### config.mk
export PLATFORM = sky130hd
export DESIGN_NAME = acc_alu_bcd
export DESIGN_NICKNAME = d
export VERILOG_FILES = /design/src/rtl/acc_alu_pkg.sv /design/src/rtl/acc_alu_ctrl.sv /design/src/rtl/acc_alu_datapath.sv /design/src/rtl/acc_alu_bcd.sv
export SDC_FILE = /design/constraint.sdc
export NUM_CORES = 1
export LEC_CHECK = 0
export BUFFER_PORTS_ARGS = -buffer_cell sky130_fd_sc_hd__buf_2
export CAP_MARGIN = 20
export CORE_MARGIN = 3
export CORE_UTILIZATION = 31
export CTS_CLUSTER_DIAMETER = 80
export DETAILED_ROUTE_END_ITERATION = 16
export GPL_TIMING_DRIVEN = 0
export SYNTH_ARGS = -nofsm -noshare
export SYNTH_HDL_FRONTEND = slang
export SYNTH_SLANG_ARGS = --single-unit
### constraint.sdc
create_clock -name clk -period 3.86 [get_ports clk]
set_input_delay 0.579 -clock clk [delete_from_list [all_inputs] [get_ports clk]]
set_output_delay 0.579 -clock clk [all_outputs]
set_load 0.05 [all_outputs]
### src/rtl/acc_alu_pkg.sv
package acc_alu_pkg;

  localparam int ACC_W = 8;
  localparam int NIB_W = ACC_W / 2;
  localparam int OP_W  = 5;

  localparam logic [NIB_W-1:0] DIGIT_MAX = NIB_W'(9);
  localparam logic [ACC_W-1:0] BCD_MAX   = {DIGIT_MAX, DIGIT_MAX};
  localparam logic [ACC_W-1:0] LOW_FIX   = {{NIB_W{1'b0}}, NIB_W'(6)};
  localparam logic [ACC_W-1:0] HIGH_FIX  = {NIB_W'(6), {NIB_W{1'b0}}};

  typedef enum logic [OP_W-1:0] {
    OP_NOP  = 5'd0,
    OP_ADD  = 5'd1,
    OP_ADC  = 5'd2,
    OP_SUBC = 5'd3,
    OP_AND  = 5'd4,
    OP_OR   = 5'd5,
    OP_XOR  = 5'd6,
    OP_CEQ  = 5'd7,
    OP_CGT  = 5'd8,
    OP_CLR  = 5'd9,
    OP_INC  = 5'd10,
    OP_DEC  = 5'd11,
    OP_RRC  = 5'd12,
    OP_SWAP = 5'd13,
    OP_SETC = 5'd14,
    OP_CLRC = 5'd15,
    OP_DCOR = 5'd16
  } aluOp_e;

  typedef struct packed {
    logic   accWe;
    logic   carryWe;
    logic   halfWe;
    logic   condWe;
    logic   modeWe;
    logic   modeSub;
    aluOp_e sel;
  } aluStrobe_t;

endpackage

### src/rtl/acc_alu_ctrl.sv
module acc_alu_ctrl
  import acc_alu_pkg::*;
(
  input  logic            opValid,
  input  logic [OP_W-1:0] opCode,
  output aluStrobe_t      strobe
);

  always_comb begin
    strobe = '0;
    if (opValid) begin
      case (opCode)
        OP_ADD: begin
          strobe.sel   = OP_ADD;
          strobe.accWe = 1'b1;
        end
        OP_ADC: begin
          strobe.sel     = OP_ADC;
          strobe.accWe   = 1'b1;
          strobe.carryWe = 1'b1;
          strobe.halfWe  = 1'b1;
          strobe.modeWe  = 1'b1;
          strobe.modeSub = 1'b0;
        end
        OP_SUBC: begin
          strobe.sel     = OP_SUBC;
          strobe.accWe   = 1'b1;
          strobe.carryWe = 1'b1;
          strobe.halfWe  = 1'b1;
          strobe.modeWe  = 1'b1;
          strobe.modeSub = 1'b1;
        end
        OP_AND: begin
          strobe.sel   = OP_AND;
          strobe.accWe = 1'b1;
        end
        OP_OR: begin
          strobe.sel   = OP_OR;
          strobe.accWe = 1'b1;
        end
        OP_XOR: begin
          strobe.sel   = OP_XOR;
          strobe.accWe = 1'b1;
        end
        OP_CEQ: begin
          strobe.sel    = OP_CEQ;
          strobe.condWe = 1'b1;
        end
        OP_CGT: begin
          strobe.sel    = OP_CGT;
          strobe.condWe = 1'b1;
        end
        OP_CLR: begin
          strobe.sel   = OP_CLR;
          strobe.accWe = 1'b1;
        end
        OP_INC: begin
          strobe.sel   = OP_INC;
          strobe.accWe = 1'b1;
        end
        OP_DEC: begin
          strobe.sel   = OP_DEC;
          strobe.accWe = 1'b1;
        end
        OP_RRC: begin
          strobe.sel     = OP_RRC;
          strobe.accWe   = 1'b1;
          strobe.carryWe = 1'b1;
        end
        OP_SWAP: begin
          strobe.sel   = OP_SWAP;
          strobe.accWe = 1'b1;
        end
        OP_SETC: begin
          strobe.sel     = OP_SETC;
          strobe.carryWe = 1'b1;
        end
        OP_CLRC: begin
          strobe.sel     = OP_CLRC;
          strobe.carryWe = 1'b1;
        end
        OP_DCOR: begin
          strobe.sel   = OP_DCOR;
          strobe.accWe = 1'b1;
        end
        default: strobe = '0;
      endcase
    end
  end

  // a compare never also targets the accumulator or the flags
  always_comb begin
    if (strobe.condWe) begin
      assert_cmp_isolated_R7: assert (!strobe.accWe && !strobe.carryWe && !strobe.halfWe);
    end
  end

endmodule

### src/rtl/acc_alu_datapath.sv
module acc_alu_datapath
  import acc_alu_pkg::*;
(
  input  logic             clk,
  input  logic             rstN,
  input  aluStrobe_t       strobe,
  input  logic [ACC_W-1:0] operand,
  output logic [ACC_W-1:0] accQ,
  output logic             carryQ,
  output logic             halfQ,
  output logic             condQ
);

  logic             modeSubQ;
  logic [ACC_W:0]   sumPlain;
  logic [ACC_W:0]   sumCarry;
  logic [ACC_W:0]   sumBorrow;
  logic [NIB_W:0]   nibCarry;
  logic [NIB_W:0]   nibBorrow;
  logic [ACC_W-1:0] addFix;
  logic [ACC_W-1:0] subFix;
  logic [ACC_W-1:0] decResult;
  logic [ACC_W-1:0] accNext;
  logic             carryNext;
  logic             halfNext;
  logic             condNext;

  always_comb begin
    sumPlain  = {1'b0, accQ} + {1'b0, operand};
    sumCarry  = {1'b0, accQ} + {1'b0, operand} + {{ACC_W{1'b0}}, carryQ};
    sumBorrow = {1'b0, accQ} + {1'b0, ~operand} + {{ACC_W{1'b0}}, carryQ};
    nibCarry  = {1'b0, accQ[NIB_W-1:0]} + {1'b0, operand[NIB_W-1:0]}
              + {{NIB_W{1'b0}}, carryQ};
    nibBorrow = {1'b0, accQ[NIB_W-1:0]} + {1'b0, ~operand[NIB_W-1:0]}
              + {{NIB_W{1'b0}}, carryQ};
  end

  always_comb begin
    addFix = '0;
    if (halfQ || (accQ[NIB_W-1:0] > DIGIT_MAX)) addFix = addFix | LOW_FIX;
    if (carryQ || (accQ > BCD_MAX))             addFix = addFix | HIGH_FIX;
    subFix = '0;
    if (!halfQ)  subFix = subFix | LOW_FIX;
    if (!carryQ) subFix = subFix | HIGH_FIX;
    decResult = modeSubQ ? (accQ - subFix) : (accQ + addFix);
  end

  always_comb begin
    accNext   = accQ;
    carryNext = carryQ;
    halfNext  = halfQ;
    condNext  = condQ;
    case (strobe.sel)
      OP_ADD:  accNext = sumPlain[ACC_W-1:0];
      OP_ADC: begin
        accNext   = sumCarry[ACC_W-1:0];
        carryNext = sumCarry[ACC_W];
        halfNext  = nibCarry[NIB_W];
      end
      OP_SUBC: begin
        accNext   = sumBorrow[ACC_W-1:0];
        carryNext = sumBorrow[ACC_W];
        halfNext  = nibBorrow[NIB_W];
      end
      OP_AND:  accNext = accQ & operand;
      OP_OR:   accNext = accQ | operand;
      OP_XOR:  accNext = accQ ^ operand;
      OP_CEQ:  condNext = (accQ == operand);
      OP_CGT:  condNext = (accQ > operand);
      OP_CLR:  accNext = '0;
      OP_INC:  accNext = accQ + 1'b1;
      OP_DEC:  accNext = accQ - 1'b1;
      OP_RRC: begin
        accNext   = {carryQ, accQ[ACC_W-1:1]};
        carryNext = accQ[0];
      end
      OP_SWAP: accNext = {accQ[NIB_W-1:0], accQ[ACC_W-1:NIB_W]};
      OP_SETC: carryNext = 1'b1;
      OP_CLRC: carryNext = 1'b0;
      OP_DCOR: accNext = decResult;
      default: ;
    endcase
  end

  always_ff @(posedge clk or negedge rstN) begin
    if (!rstN) begin
      accQ     <= '0;
      carryQ   <= 1'b0;
      halfQ    <= 1'b0;
      condQ    <= 1'b0;
      modeSubQ <= 1'b0;
    end else begin
      if (strobe.accWe)   accQ     <= accNext;
      if (strobe.carryWe) carryQ   <= carryNext;
      if (strobe.halfWe)  halfQ    <= halfNext;
      if (strobe.condWe)  condQ    <= condNext;
      if (strobe.modeWe)  modeSubQ <= strobe.modeSub;
    end
  end

  // nibbles exchange places
  assert_swap_R10: assert property (@(posedge clk) disable iff (!rstN)
    strobe.sel == OP_SWAP |=>
      accQ == {$past(accQ[NIB_W-1:0]), $past(accQ[ACC_W-1:NIB_W])});

  // carry enters at the top, bit 0 leaves into carry
  assert_rrc_R9: assert property (@(posedge clk) disable iff (!rstN)
    strobe.sel == OP_RRC |=>
      (accQ == {$past(carryQ), $past(accQ[ACC_W-1:1])}) && (carryQ == $past(accQ[0]))
      && $stable(halfQ));

  // logical operations keep both flags
  assert_logic_flags_R6: assert property (@(posedge clk) disable iff (!rstN)
    (strobe.sel == OP_AND || strobe.sel == OP_OR || strobe.sel == OP_XOR) |=>
      $stable(carryQ) && $stable(halfQ));

  // compares keep the accumulator
  assert_cmp_keeps_acc_R7: assert property (@(posedge clk) disable iff (!rstN)
    (strobe.sel == OP_CEQ || strobe.sel == OP_CGT) |=> $stable(accQ));

  // clear leaves zero
  assert_clear_R8: assert property (@(posedge clk) disable iff (!rstN)
    strobe.sel == OP_CLR |=> accQ == '0);

  // set carry leaves a one in carry and keeps HC
  assert_setc_R11: assert property (@(posedge clk) disable iff (!rstN)
    strobe.sel == OP_SETC |=> carryQ && $stable(halfQ));

  // decimal correct keeps both flags
  assert_dcor_flags_R13: assert property (@(posedge clk) disable iff (!rstN)
    strobe.sel == OP_DCOR |=> $stable(carryQ) && $stable(halfQ));

endmodule

### src/rtl/acc_alu_bcd.sv
module acc_alu_bcd
  import acc_alu_pkg::*;
(
  input  logic             clk,
  input  logic             rstN,
  input  logic             opValid,
  input  logic [OP_W-1:0]  opCode,
  input  logic [ACC_W-1:0] operand,
  output logic [ACC_W-1:0] accOut,
  output logic             carryOut,
  output logic             halfCarryOut,
  output logic             condOut
);

  aluStrobe_t strobe;

  acc_alu_ctrl u_ctrl (
    .opValid (opValid),
    .opCode  (opCode),
    .strobe  (strobe)
  );

  acc_alu_datapath u_dp (
    .clk     (clk),
    .rstN    (rstN),
    .strobe  (strobe),
    .operand (operand),
    .accQ    (accOut),
    .carryQ  (carryOut),
    .halfQ   (halfCarryOut),
    .condQ   (condOut)
  );

endmodule

* Yosys cells after proc, flatten, opt, wreduce, memory -nomap -nowiden
Index checks and enable logic that the tools add are counted. Widths: inputs -> output; s select.
Word-level totals: register bits after elaboration 12, output and inout bits 11
Cells by class: $add $sub $neg 12, $lt $le $gt $ge 3, equality and inequality tests 33, mux-type cells 16, bitwise gates (word level) 5, reductions and logical operators 14
Operators with widths (number):
- $pmux 8 s12 | 1
- $eq 5x4->1 const B | 16
- $pmux 5 s16 | 1
- $eq 5x3->1 const B | 8
- $eq 5x2->1 const B | 4
- $add 8x8->9 | 2
- $add 9x1->9 | 2
- $mux 7 | 2
- $reduce_bool 12->1 | 1
- $reduce_or 12->1 | 1
- $mux 11 | 1
- $add 4x4->5 | 2
- $add 5x1->5 | 2
- $eq 5x1->1 const B | 2
- $eq 5x5->1 const B | 2
- $add 8x1->8 const B | 1
- $add 8x7->8 | 1
- $and 8x8->8 | 1
- $eq 8x8->1 | 1
- $gt 8x8->1 | 1
- $gt 8x8->1 const B | 1
- $mux 8 | 1
- $not 8->8 | 1
- $or 8x8->8 | 1
- 16 further kinds | 27

* Depth between registers and ports, before layout
Gate-level depths: netlist (run 1).
depth after elaboration 7, mapped depth 16, gate-level depth less buffers 16

* Hierarchy
Synthesis (run 1) repeated with hierarchy kept, for this count alone.
Unflattened totals: cell total of the unflattened synthesis 381, area total of the unflattened synthesis 2922.8 um^2
By module, submodules not included:
- acc_alu_datapath | instances 1, cells each 356, area each 2756.4 um^2, sequential area each 300.3 um^2
- acc_alu_ctrl | instances 1, cells each 25, area each 166.4 um^2, sequential area each 0.0 um^2

* Least setup slack after synthesis (run 1)
OpenSTA, ideal clock, no wires.
kind input-to-reg, start point in opCode[3], end point reg u_dp.accQ[2], setup time 0.133 ns, arrival 2.968 ns, data required time 3.727 ns, path slack 0.759 ns, cell stages on the path 12, path buffers 1, cell sequence buf_6 > nor4b_4 > nand3b_2 > o21ai_0 > nand2_1 > fa_1 > xor2_1 > o2bb2ai_1 > a221oi_1 > o211ai_1 > a2111oi_2 > a21oi_1
On the way: word-level cells in the longest chain between the ends 6, elaborated cells between the ends (all ways) 35, those cells by class 28 x eq/ne; 4 x mux; 3 x reduce/logical
RTL lines:
- start, declared | line acc_alu_bcd.sv:7 | input logic [OP_W-1:0] opCode,
- $eq 5x5->1, or another cell as far along | line acc_alu_ctrl.sv:12 | case (opCode)
- $pmux 5 s16 | line acc_alu_ctrl.sv:12
- $mux 11 * | line acc_alu_ctrl.sv:11 | if (opValid) begin
- $eq 5x1->1, or another cell as far along | line acc_alu_datapath.sv:53 | case (strobe.sel)
- $reduce_bool 12->1 (no line)
- $reduce_and 2->1 (no line)
- end signal, assigned | line acc_alu_datapath.sv:93 | if (strobe.accWe) accQ <= accNext;
- end, declared | line acc_alu_datapath.sv:8 | output logic [ACC_W-1:0] accQ,
Mark *: on every way between the ends. The rest lies on a longest branch, timed or not. A chain may end at the register's enable or synchronous reset.

* Worst setup path in the final report (run 1)
Ends and elaborated chain as after synthesis.

==> flow_metrics.env, run 1 <==
export IMPL_grt_most_used_layer="met2"
export IMPL_maxSlewHeadroom_pct=53.79
export IMPL_die_height_um=99.61
export IMPL_post_cts_buffers=0
export IMPL_antenna_found_initial=0
export IMPL_io_pins=27
export IMPL_synth_warnings=0
export IMPL_fillerInstances=881
export IMPL_setup_total_negative_slack_ns=0
export IMPL_ys_types=71
export IMPL_regToRegEndpoint="u_dp.carryQ"
export IMPL_crit_path_start="opCode[3]"
export IMPL_critical_path_class="in2reg"
export IMPL_multi_input_comb_area_mm2=0.002217
export IMPL_grtUsageMet2_pct=28.62
export IMPL_synth_seq_area_share_pct=11.05
export IMPL_post_synth_instance_area_mm2=0.002716
export IMPL_clock_tree_buffer_depth=2
export IMPL_place_ws_ns=0.1692
export IMPL_crit_required_ns=3.97
export IMPL_grt_util_met3_pct=1.683
export IMPL_cts_root_buf="clkbuf_8"
export IMPL_synth_nets=401
export IMPL_htree_levels=1
export IMPL_grt_usage_pct=16.61
export IMPL_cell_chain_critical_path="buf_2 > buf_6 > nor4b_4 > nand3b_2 > o21ai_0 > nand2_1 > fa_1 > xor2_1 > o2bb2ai_1 > a221oi_1 > o211ai_1 > a2111oi_2 > a21oi_1"
export IMPL_timing_final_crit_share_pct=88.88
export IMPL_yosys_register_bits=12
export IMPL_clock_sinks=12
export IMPL_antenna_diode_count=0
export IMPL_start_util_pct=32.41
export IMPL_final_hold_violation_count=0
export IMPL_critical_path_reg2reg_startpoint="u_dp.accQ[1]"
export IMPL_crit_slowest_cell="fa_1"
export IMPL_grt_setup_unrepaired="no"
export IMPL_post_drt_via_cell_ratio=5.641
export IMPL_startpoint_type="input port"
export IMPL_core_ar_mm2=0.008382
export IMPL_postCtsResizedCells=0
export IMPL_remaining_drc_errors=0
export IMPL_tritoncts="built"
export IMPL_fmax_mhz=291.5
export IMPL_rr_worst_depth=9
export IMPL_final_antenna_net_count=0
export IMPL_period_needed_ns=3.431
export IMPL_dr_first_iter_drc_count=204
export IMPL_placement_io_buffers=26
export IMPL_final_cell_mix="ha_1 (35), inv_1 (32), buf_2 (32)"
export IMPL_globalRouteMet1Util_pct=23.20
export IMPL_kind_of_capture_point_of_the_worst_setup_path="flip-flop"
export IMPL_grt_overflow_total=0
export IMPL_grt_pass1_wl_mm=13.39
export IMPL_outcome="completed"
export IMPL_insertion_delay_ns=0.24
export IMPL_layout_area_seq_um2=300.3
export IMPL_place_congestion=0.9010
export IMPL_floorplan_die_area_mm2=0.009921
export IMPL_areaGrowthSynthToFinish_pct=11.15
export IMPL_power_density_mw_per_mm2=640.5
export IMPL_avgSynthCellArea_um2=7.873
export IMPL_timing_final_setup_violations=0
export IMPL_syn_inst=345
export IMPL_clk_transition_reported_paths_ns=0.05
export IMPL_setup_reg_to_reg_worst_slack_ns=0.62
export IMPL_final_layout_size_suffix_gt1_share_pct=16.84
export IMPL_power_leakage_nw=1.371
export IMPL_layout_commonest_cell="ha_1"
export IMPL_finClkSkew_ns=0.005435
export IMPL_dp_final_hpwl_mm=6.595
export IMPL_number_of_enable_type_register_cells_in_the_synthesized_netlist=0
export IMPL_arrival_ns=3.54
export IMPL_hold_class="in2async"
export IMPL_final_nets=432
export IMPL_max_vdd_ir_drop_mv=0.3538
export IMPL_slowest_delay_ns=0.46
export IMPL_grt_start_max_net_pins=13
export IMPL_critPathMaxFanout=10
export IMPL_timing_worst_slew_pin_value_ns=0.6886
export IMPL_cts_made_buffers=3
export IMPL_cap_violations=0
export IMPL_timing_final_max_slew_violations=0
export IMPL_layout_setup_ws_ns=0.4292
export IMPL_routed_via_count=2702
export IMPL_chipWidth_um=99.61
export IMPL_grt_pass1_vias=2592
export IMPL_total_of_hold_buffers_inserted_after_clock_tree_synthesis=0
export IMPL_drt_pass1_iterations=5
export IMPL_placementRows=33
export IMPL_ys_async_sr_fraction_pct=100.0
export IMPL_avgRoutedWirePerCell_um=17.17
export IMPL_wl_mm=8.224
export IMPL_ys_dominant_reg_cell="dfrtp_1"
[how the worst max path moves through the flow]
stage | endpoint | slack [ns] | cells after the start
detailed placement | u_dp.accQ[2] | 0.17 | 13
finish | u_dp.accQ[2] | 0.43 | 13
global route | u_dp.accQ[2] | 0.17 | 13
floorplan | u_dp.accQ[2] | 0.76 | 12
CTS | u_dp.accQ[2] | 0.42 | 13
global placement | u_dp.accQ[2] | 0.21 | 13
[cell families after synthesis]
kind of cell,after synthesis,synth area share [%]
AO/OA/AOI/OAI,120,29.99
XOR/XNOR,17,5.758
adder cells (fa/ha/maj),40,19.81
flip-flops,12,11.05
AND/OR/NAND/NOR,106,24.18
multiplexers,5,1.889
buffers and inverters,45,7.324
[worst max-delay path, delay by kind of cell]
family | cells | cell delay [ns]
AO/OA/AOI/OAI | 6 | 1.28
XOR/XNOR | 1 | 0.16
adder cells (fa/ha/maj) | 1 | 0.46
buffers and inverters | 2 | 0.26
AND/OR/NAND/NOR | 3 | 0.79
[synthesized netlist by cell type, types with 5 or more instances]
library cell | number | area, um^2
ha_1 | 35 | 437.9
inv_1 | 32 | 120.1
a21oi_1 | 28 | 140.1
nor2_1 | 26 | 97.59
o21ai_0 | 25 | 125.1
nand2_1 | 18 | 67.56
a22oi_1 | 12 | 90.09
dfrtp_1 | 12 | 300.3
xor2_1 | 9 | 78.83
a21o_1 | 7 | 52.55
xnor2_1 | 7 | 61.31
a211oi_1 | 6 | 45.04
and3_1 | 6 | 37.54
buf_2 | 6 | 30.03
nand2b_1 | 6 | 37.54
nor2b_1 | 6 | 37.54
fa_1 | 5 | 100.1
nor3_1 | 5 | 25.02
[cell type report]
class                   instances  share of cell area, %
repair buffers                 26                  4.310
inverters                      32                  3.978
flip-flops and latches         12                  9.946
clock buffers                   3                  1.368
plain buffers                  13                  2.611
multi-input cells             288                  73.44
well taps                     105                  4.351
[per-stage QoR]
stage	cells	hold WS (ns)	utilization (%)	total power, mW	cell area [um^2]
floorplan	345	0.2834	-	1.417	2716
global placement	476	0.4805	35.53	1.789	2978
detailed placement	476	0.4815	35.53	1.808	2978
CTS	479	0.2276	36.02	1.928	3019
global route	479	0.2451	36.02	2.105	3019
finish	479	0.2193	36.02	1.934	3019
[registers in the layout (all words and copies together), names as in the netlist]
register / flops
u_dp.modeSubQ: 1
u_dp.halfQ: 1
u_dp.accQ: 8
u_dp.carryQ: 1
u_dp.condQ: 1
[power by group]
| group | internal (mW) | total [mW] | leakage [nW] | switching, mW |
|---|---|---|---|---|
| sequential | 0.174 | 0.316 | 0.148 | 0.142 |
| clock | 0.0686 | 0.113 | 0.0216 | 0.0439 |
| combinational | 0.546 | 1.51 | 1.20 | 0.959 |
| total | 0.789 | 1.93 | 1.37 | 1.15 |
[per-layer routing]
metal  part of all wire [%]  wire length [um]  up-vias
li1                       -                 -     1321
met1                     47              3825     1289
met2                     47              3849       90
met3                    6.4               523        2
met4                   0.30                25        0
met5                      0                 0        -
Note: power is estimated with default switching activity, not from simulation.
==> run 2, diff against run 1 <==
--- a/config.mk
+++ b/config.mk
@@ -5,12 +5,12 @@
 export SDC_FILE = /design/constraint.sdc
 export NUM_CORES = 1
 export LEC_CHECK = 0
-export BUFFER_PORTS_ARGS = -buffer_cell sky130_fd_sc_hd__buf_2
 export CAP_MARGIN = 20
 export CORE_MARGIN = 3
 export CORE_UTILIZATION = 31
 export CTS_CLUSTER_DIAMETER = 80
 export DETAILED_ROUTE_END_ITERATION = 16
+export DONT_BUFFER_PORTS = 1
 export GPL_TIMING_DRIVEN = 0
 export SYNTH_ARGS = -nofsm -noshare
 export SYNTH_HDL_FRONTEND = slang
==> run 2 against run 1 <==
  * Clock power rose by 22%
  * Final area is 3.8% lower
  * Wire length shrank 0.49%
  * Highest routed layer unchanged
==> flow_metrics.env, run 2 (synthesis results as in run 1) <==
export IMPL_outcome="completed"
export IMPL_timing_final_max_slew_violations=0
export IMPL_tritoncts="built"
export IMPL_antenna_found_initial=0
export IMPL_start_util_pct=32.41
export IMPL_dp_final_hpwl_mm=6.511
export IMPL_max_vdd_ir_drop_mv=0.2623
export IMPL_hold_class="in2async"
export IMPL_timing_final_crit_share_pct=90.18
export IMPL_setup_total_negative_slack_ns=0
export IMPL_htree_levels=1
export IMPL_dpl_cell_area_mm2=0.002848
export IMPL_critical_path_class="reg2reg"
export IMPL_insertion_delay_ns=0.24
export IMPL_final_antenna_net_count=0
export IMPL_power_density_mw_per_mm2=658.3
export IMPL_final_cell_mix="ha_1 (35), inv_1 (32), a21oi_1 (28)"
export IMPL_cts_root_buf="clkbuf_8"
export IMPL_regMostFlops="u_dp.accQ"
export IMPL_maxSlewHeadroom_pct=45.03
export IMPL_post_drt_via_cell_ratio=5.753
export IMPL_timing_final_setup_violations=0
export IMPL_timing_worst_slew_pin_value_ns=0.8246
export IMPL_remaining_drc_errors=0
export IMPL_startpoint_type="flip-flop"
export IMPL_clock_tree_buffer_depth=2
export IMPL_critPathMaxFanout=7
export IMPL_dr_first_iter_drc_count=202
export IMPL_antenna_diode_count=0
export IMPL_finClkSkew_ns=0.001862
export IMPL_multi_input_comb_area_mm2=0.002217
export IMPL_areaGrowthSynthToFinish_pct=6.909
export IMPL_final_nets=406
export IMPL_grt_overflow_total=0
export IMPL_placement_io_buffers=0
export IMPL_grt_pass1_wl_mm=13.28
export IMPL_grt_start_max_net_pins=13
export IMPL_power_leakage_nw=1.270
export IMPL_period_needed_ns=3.481
export IMPL_fillerInstances=894
export IMPL_arrival_ns=3.64
export IMPL_kind_of_capture_point_of_the_worst_setup_path="flip-flop"
export IMPL_chipWidth_um=99.61
export IMPL_floorplan_die_area_mm2=0.009921
export IMPL_fmax_mhz=287.3
export IMPL_routed_via_count=2612
export IMPL_clock_sinks=12
export IMPL_grt_pass1_vias=2543
export IMPL_crit_required_ns=4.02
export IMPL_drt_pass1_iterations=4
export IMPL_stdcell_area_mm2=0.002904
export IMPL_final_layout_size_suffix_gt1_share_pct=11.17
export IMPL_core_ar_mm2=0.008382
export IMPL_cap_violations=0
export IMPL_clk_transition_reported_paths_ns=0.05
export IMPL_final_hold_violation_count=0
export IMPL_layout_commonest_cell="ha_1"
export IMPL_io_pins=27
export IMPL_grt_setup_unrepaired="no"
export IMPL_layout_area_seq_um2=301.5
export IMPL_die_height_um=99.61
export IMPL_cts_made_buffers=3
export IMPL_grt_usage_pct=16.64
export IMPL_placementRows=33
export IMPL_avgRoutedWirePerCell_um=18.03
export IMPL_place_congestion=0.8955
export IMPL_wl_mm=8.184
export IMPL_largest_reg_flops=8
[run 2: cell count changes in the layout (fill, tap and decap cells not counted), sizes merged]
| cell | delta |
|---|---|
| clkbuf | +1 |
| buf | -26 |
[run 2: cell type report]
type	count	share of cell area, %
multi-input combinational	288	76.35
sequential	12	10.38
tap	105	4.524
inverter	32	4.136
buffer	13	2.714
clock buffer	4	1.896
[run 2: worst max-delay path, stage by stage, from the launching register on]
cell and delay (ns):
dfrtp_1 0.80, inv_1 0.22, a21oi_1 0.29, nand2_1 0.10, nand3_1 0.14, a21oi_1 0.12
ha_1 0.35, mux2i_1 0.05, o21ai_0 0.25, ha_1 0.31, o21a_1 0.18, nor2_1 0.08
a21oi_1 0.05, xnor2_1 0.18, nand2b_1 0.09, a31oi_1 0.17
[run 2: routing by layer]
layer / GRT usage (%) / vias to the layer above / wire length (um)
met2: 27.63 / 79 / 3707
met4: 2.626 / 0 / 86
met1: 22.73 / 1251 / 3876
met3: 3.296 / 10 / 514
li1: - / 1272 / -
met5: 0 / - / 0
[run 2: timing repair]
action | in CTS | in global routing
hold buffers | 0 | 0
setup endpoints to repair | 0 | 3
resized for setup | 0 | 1
setup buffers | 0 | 0
[run 2: worst paths after layout]
check,from,end,slack (ns),cells past startpoint
max in group asynchronous,rstN,u_dp.accQ[1],3.75,0
max reg2reg,u_dp.accQ[2],u_dp.accQ[7],0.38,15
min,rstN,u_dp.accQ[3],0.03,0
max,u_dp.accQ[2],u_dp.accQ[7],0.38,15
min reg2reg,u_dp.modeSubQ,u_dp.modeSubQ,0.75,2
min in group clk,opValid,u_dp.condQ,0.71,3
[run 2: stage by stage]
step / instances / util (%) / hold slack, ns / power [mW] / setup slack [ns]
2_1_floorplan: 345 / - / 0.2834 / 1.417 / 0.7593
3_3_place_gp: 450 / 33.98 / 0.2839 / 1.736 / 0.1963
3_5_place_dp: 450 / 33.98 / 0.2841 / 1.755 / 0.2408
4_1_cts: 454 / 34.63 / 0.02690 / 1.898 / 0.2089
5_1_grt: 454 / 34.65 / 0.01636 / 2.074 / 0.1303
6_report: 454 / 34.65 / 0.02858 / 1.912 / 0.3790
[run 2: where the power goes]
part / total, mW / leakage, nW / switching [mW] / internal [mW]
Clock: 0.138 / 0.0288 / 0.0475 / 0.0902
Combinational: 1.28 / 1.09 / 0.768 / 0.513
Sequential: 0.493 / 0.147 / 0.323 / 0.170
==> run 3, diff against run 2 <==
--- a/config.mk
+++ b/config.mk
@@ -7,7 +7,7 @@
 export LEC_CHECK = 0
 export CAP_MARGIN = 20
 export CORE_MARGIN = 3
-export CORE_UTILIZATION = 31
+export CORE_UTILIZATION = 40
 export CTS_CLUSTER_DIAMETER = 80
 export DETAILED_ROUTE_END_ITERATION = 16
 export DONT_BUFFER_PORTS = 1
==> run 3 against run 2 <==
  * Non-clock buffer count is the same
  * Final area shrank 1.2%
  * Critical path depth is the same
  * Highest routed layer unchanged
==> flow_metrics.env, run 3 (synthesis results as in run 1) <==
export IMPL_outcome="completed"
export IMPL_power_switching_fraction_pct=59.19
export IMPL_stdcell_area_mm2=0.002869
export IMPL_grt_overflow_total=0
export IMPL_placementRows=29
export IMPL_postCtsResizedCells=0
export IMPL_grt_pass1_wl_mm=12.98
export IMPL_io_pins=27
export IMPL_start_util_pct=42.06
export IMPL_cap_violations=0
export IMPL_post_cts_buffers=0
export IMPL_antenna_diode_count=0
export IMPL_power_switching_mw=1.117
export IMPL_finClkSkew_ns=0.002415
export IMPL_remaining_drc_errors=0
export IMPL_core_ar_mm2=0.006459
export IMPL_final_antenna_net_count=0
export IMPL_clock_tree_buffer_depth=2
export IMPL_tritoncts="built"
export IMPL_final_layout_size_suffix_gt1_share_pct=11.17
export IMPL_comb_power_share_pct=66.8
export IMPL_total_of_hold_buffers_inserted_after_clock_tree_synthesis=0
export IMPL_drt_pass1_iterations=4
export IMPL_dr_max_layer_used="met4"
export IMPL_final_hold_violation_count=0
export IMPL_timing_final_setup_violations=0
export IMPL_power_leakage_nw=1.270
export IMPL_regMostFlops="u_dp.accQ"
export IMPL_maxSlewHeadroom_pct=47.49
export IMPL_layout_commonest_cell="ha_1"
export IMPL_final_nets=406
export IMPL_crit_required_ns=4.02
export IMPL_p_int_mw=0.7701
export IMPL_areaGrowthSynthToFinish_pct=5.619
export IMPL_post_drt_via_cell_ratio=6.094
export IMPL_htree_levels=1
export IMPL_insertion_delay_ns=0.24
export IMPL_critical_path_class="reg2reg"
export IMPL_p_clk_share_pct=7.4
export IMPL_chipWidth_um=88.41
export IMPL_clk_transition_reported_paths_ns=0.06
export IMPL_dpl_cell_area_mm2=0.002813
export IMPL_floorplan_die_area_mm2=0.007815
export IMPL_grt_pass1_vias=2581
export IMPL_die_height_um=88.41
export IMPL_kind_of_capture_point_of_the_worst_setup_path="flip-flop"
export IMPL_wl_mm=8.023
export IMPL_cts_made_buffers=3
export IMPL_grt_usage_pct=21.28
export IMPL_period_needed_ns=3.377
export IMPL_timing_final_crit_share_pct=87.49
export IMPL_p_seq_share_pct=25.7
export IMPL_grt_setup_unrepaired="no"
export IMPL_clock_sinks=12
export IMPL_setup_total_negative_slack_ns=0
export IMPL_avgRoutedWirePerCell_um=18.83
export IMPL_place_congestion=0.9735
export IMPL_dr_first_iter_drc_count=181
export IMPL_met1_length_mm=3.532
export IMPL_startpoint_type="flip-flop"
export IMPL_design_power_total_mw=1.887
export IMPL_max_vdd_ir_drop_mv=0.3628
export IMPL_hold_class="in2async"
export IMPL_wl_met3_um=541
export IMPL_fmax_mhz=296.1
export IMPL_routed_via_count=2596
export IMPL_cts_root_buf="clkbuf_8"
export IMPL_arrival_ns=3.54
export IMPL_grt_start_max_net_pins=13
export IMPL_power_density_mw_per_mm2=657.7
export IMPL_final_cell_mix="ha_1 (35), inv_1 (32), a21oi_1 (28)"
export IMPL_antenna_found_initial=0
export IMPL_largest_reg_flops=8
export IMPL_placement_io_buffers=0
export IMPL_dp_final_hpwl_mm=6.357
export IMPL_timing_worst_slew_pin_value_ns=0.7877
export IMPL_timing_final_max_slew_violations=0
export IMPL_critPathMaxFanout=7
export IMPL_dr_wl_met2_mm=3.881
==> run 3: cell counts in the layout (fill, tap and decap cells not counted) <==
No cell type changed its count.
==> run 3: layer usage <==
| layer | GRT usage [%] | vias to the layer above |
|---|---|---|
| met1 | 28.68 | 1226 |
| met5 | 0 | - |
| li1 | - | 1273 |
| met3 | 3.724 | 10 |
| met4 | 5.220 | 0 |
| met2 | 35.35 | 87 |
==> run 3: per-stage QoR <==
step | hold WS, ns | utilization (%) | instances | setup WS (ns)
global route | 0.01331 | 44.42 | 426 | 0.1617
detailed placement | 0.2837 | 43.55 | 422 | 0.2430
CTS | 0.02373 | 44.40 | 426 | 0.2251
finish | 0.02592 | 44.42 | 426 | 0.4831
global placement | 0.2837 | 43.55 | 422 | 0.1867
floorplan | 0.2834 | - | 345 | 0.7593
==> run 3: power by group through the flow <==
stage	registers [mW]	clock network (mW)	logic (mW)
finish	0.486	0.140	1.26
global route	0.502	0.150	1.40
CTS	0.489	0.143	1.25
detailed placement	0.492	0	1.24
global placement	0.492	0	1.24
floorplan	0.425	0	0.993
==> run 3: area by class of cell <==
| class | instances | area [um^2] |
|---|---|---|
| Buffer | 13 | 78.83 |
| Clock buffer | 4 | 55.05 |
| Fill cell | 682 | 3590 |
| Inverter | 32 | 120.1 |
| Multi-Input combinational cell | 288 | 2217 |
| Sequential cell | 12 | 301.5 |
| Tap cell | 77 | 96.34 |
==> run 3: path summary, 6_finish.rpt <==
| path | startpoint | endpoint | slack, ns | depth (start not counted) |
|---|---|---|---|---|
| worst max-delay path | u_dp.accQ[2] | u_dp.accQ[7] | 0.48 | 15 |
| worst min register to register | u_dp.modeSubQ | u_dp.modeSubQ | 0.75 | 2 |
| min in group clk | opValid | u_dp.condQ | 0.71 | 3 |
| worst max register to register | u_dp.accQ[2] | u_dp.accQ[7] | 0.48 | 15 |
| worst min-delay path | rstN | u_dp.accQ[3] | 0.03 | 0 |
| max in group asynchronous | rstN | u_dp.accQ[1] | 3.75 | 0 |
==> run 3: critical path, cell delays in order (launching register included) <==
cell and delay (ns):
dfrtp_1 0.81, inv_1 0.21, a21oi_1 0.32, nand2_1 0.10
nand3_1 0.13, a21oi_1 0.10, ha_1 0.32, mux2i_1 0.14
o21ai_0 0.11, ha_1 0.33, o21a_1 0.18, nor2_1 0.08
a21oi_1 0.05, xnor2_1 0.17, nand2b_1 0.08, a31oi_1 0.17
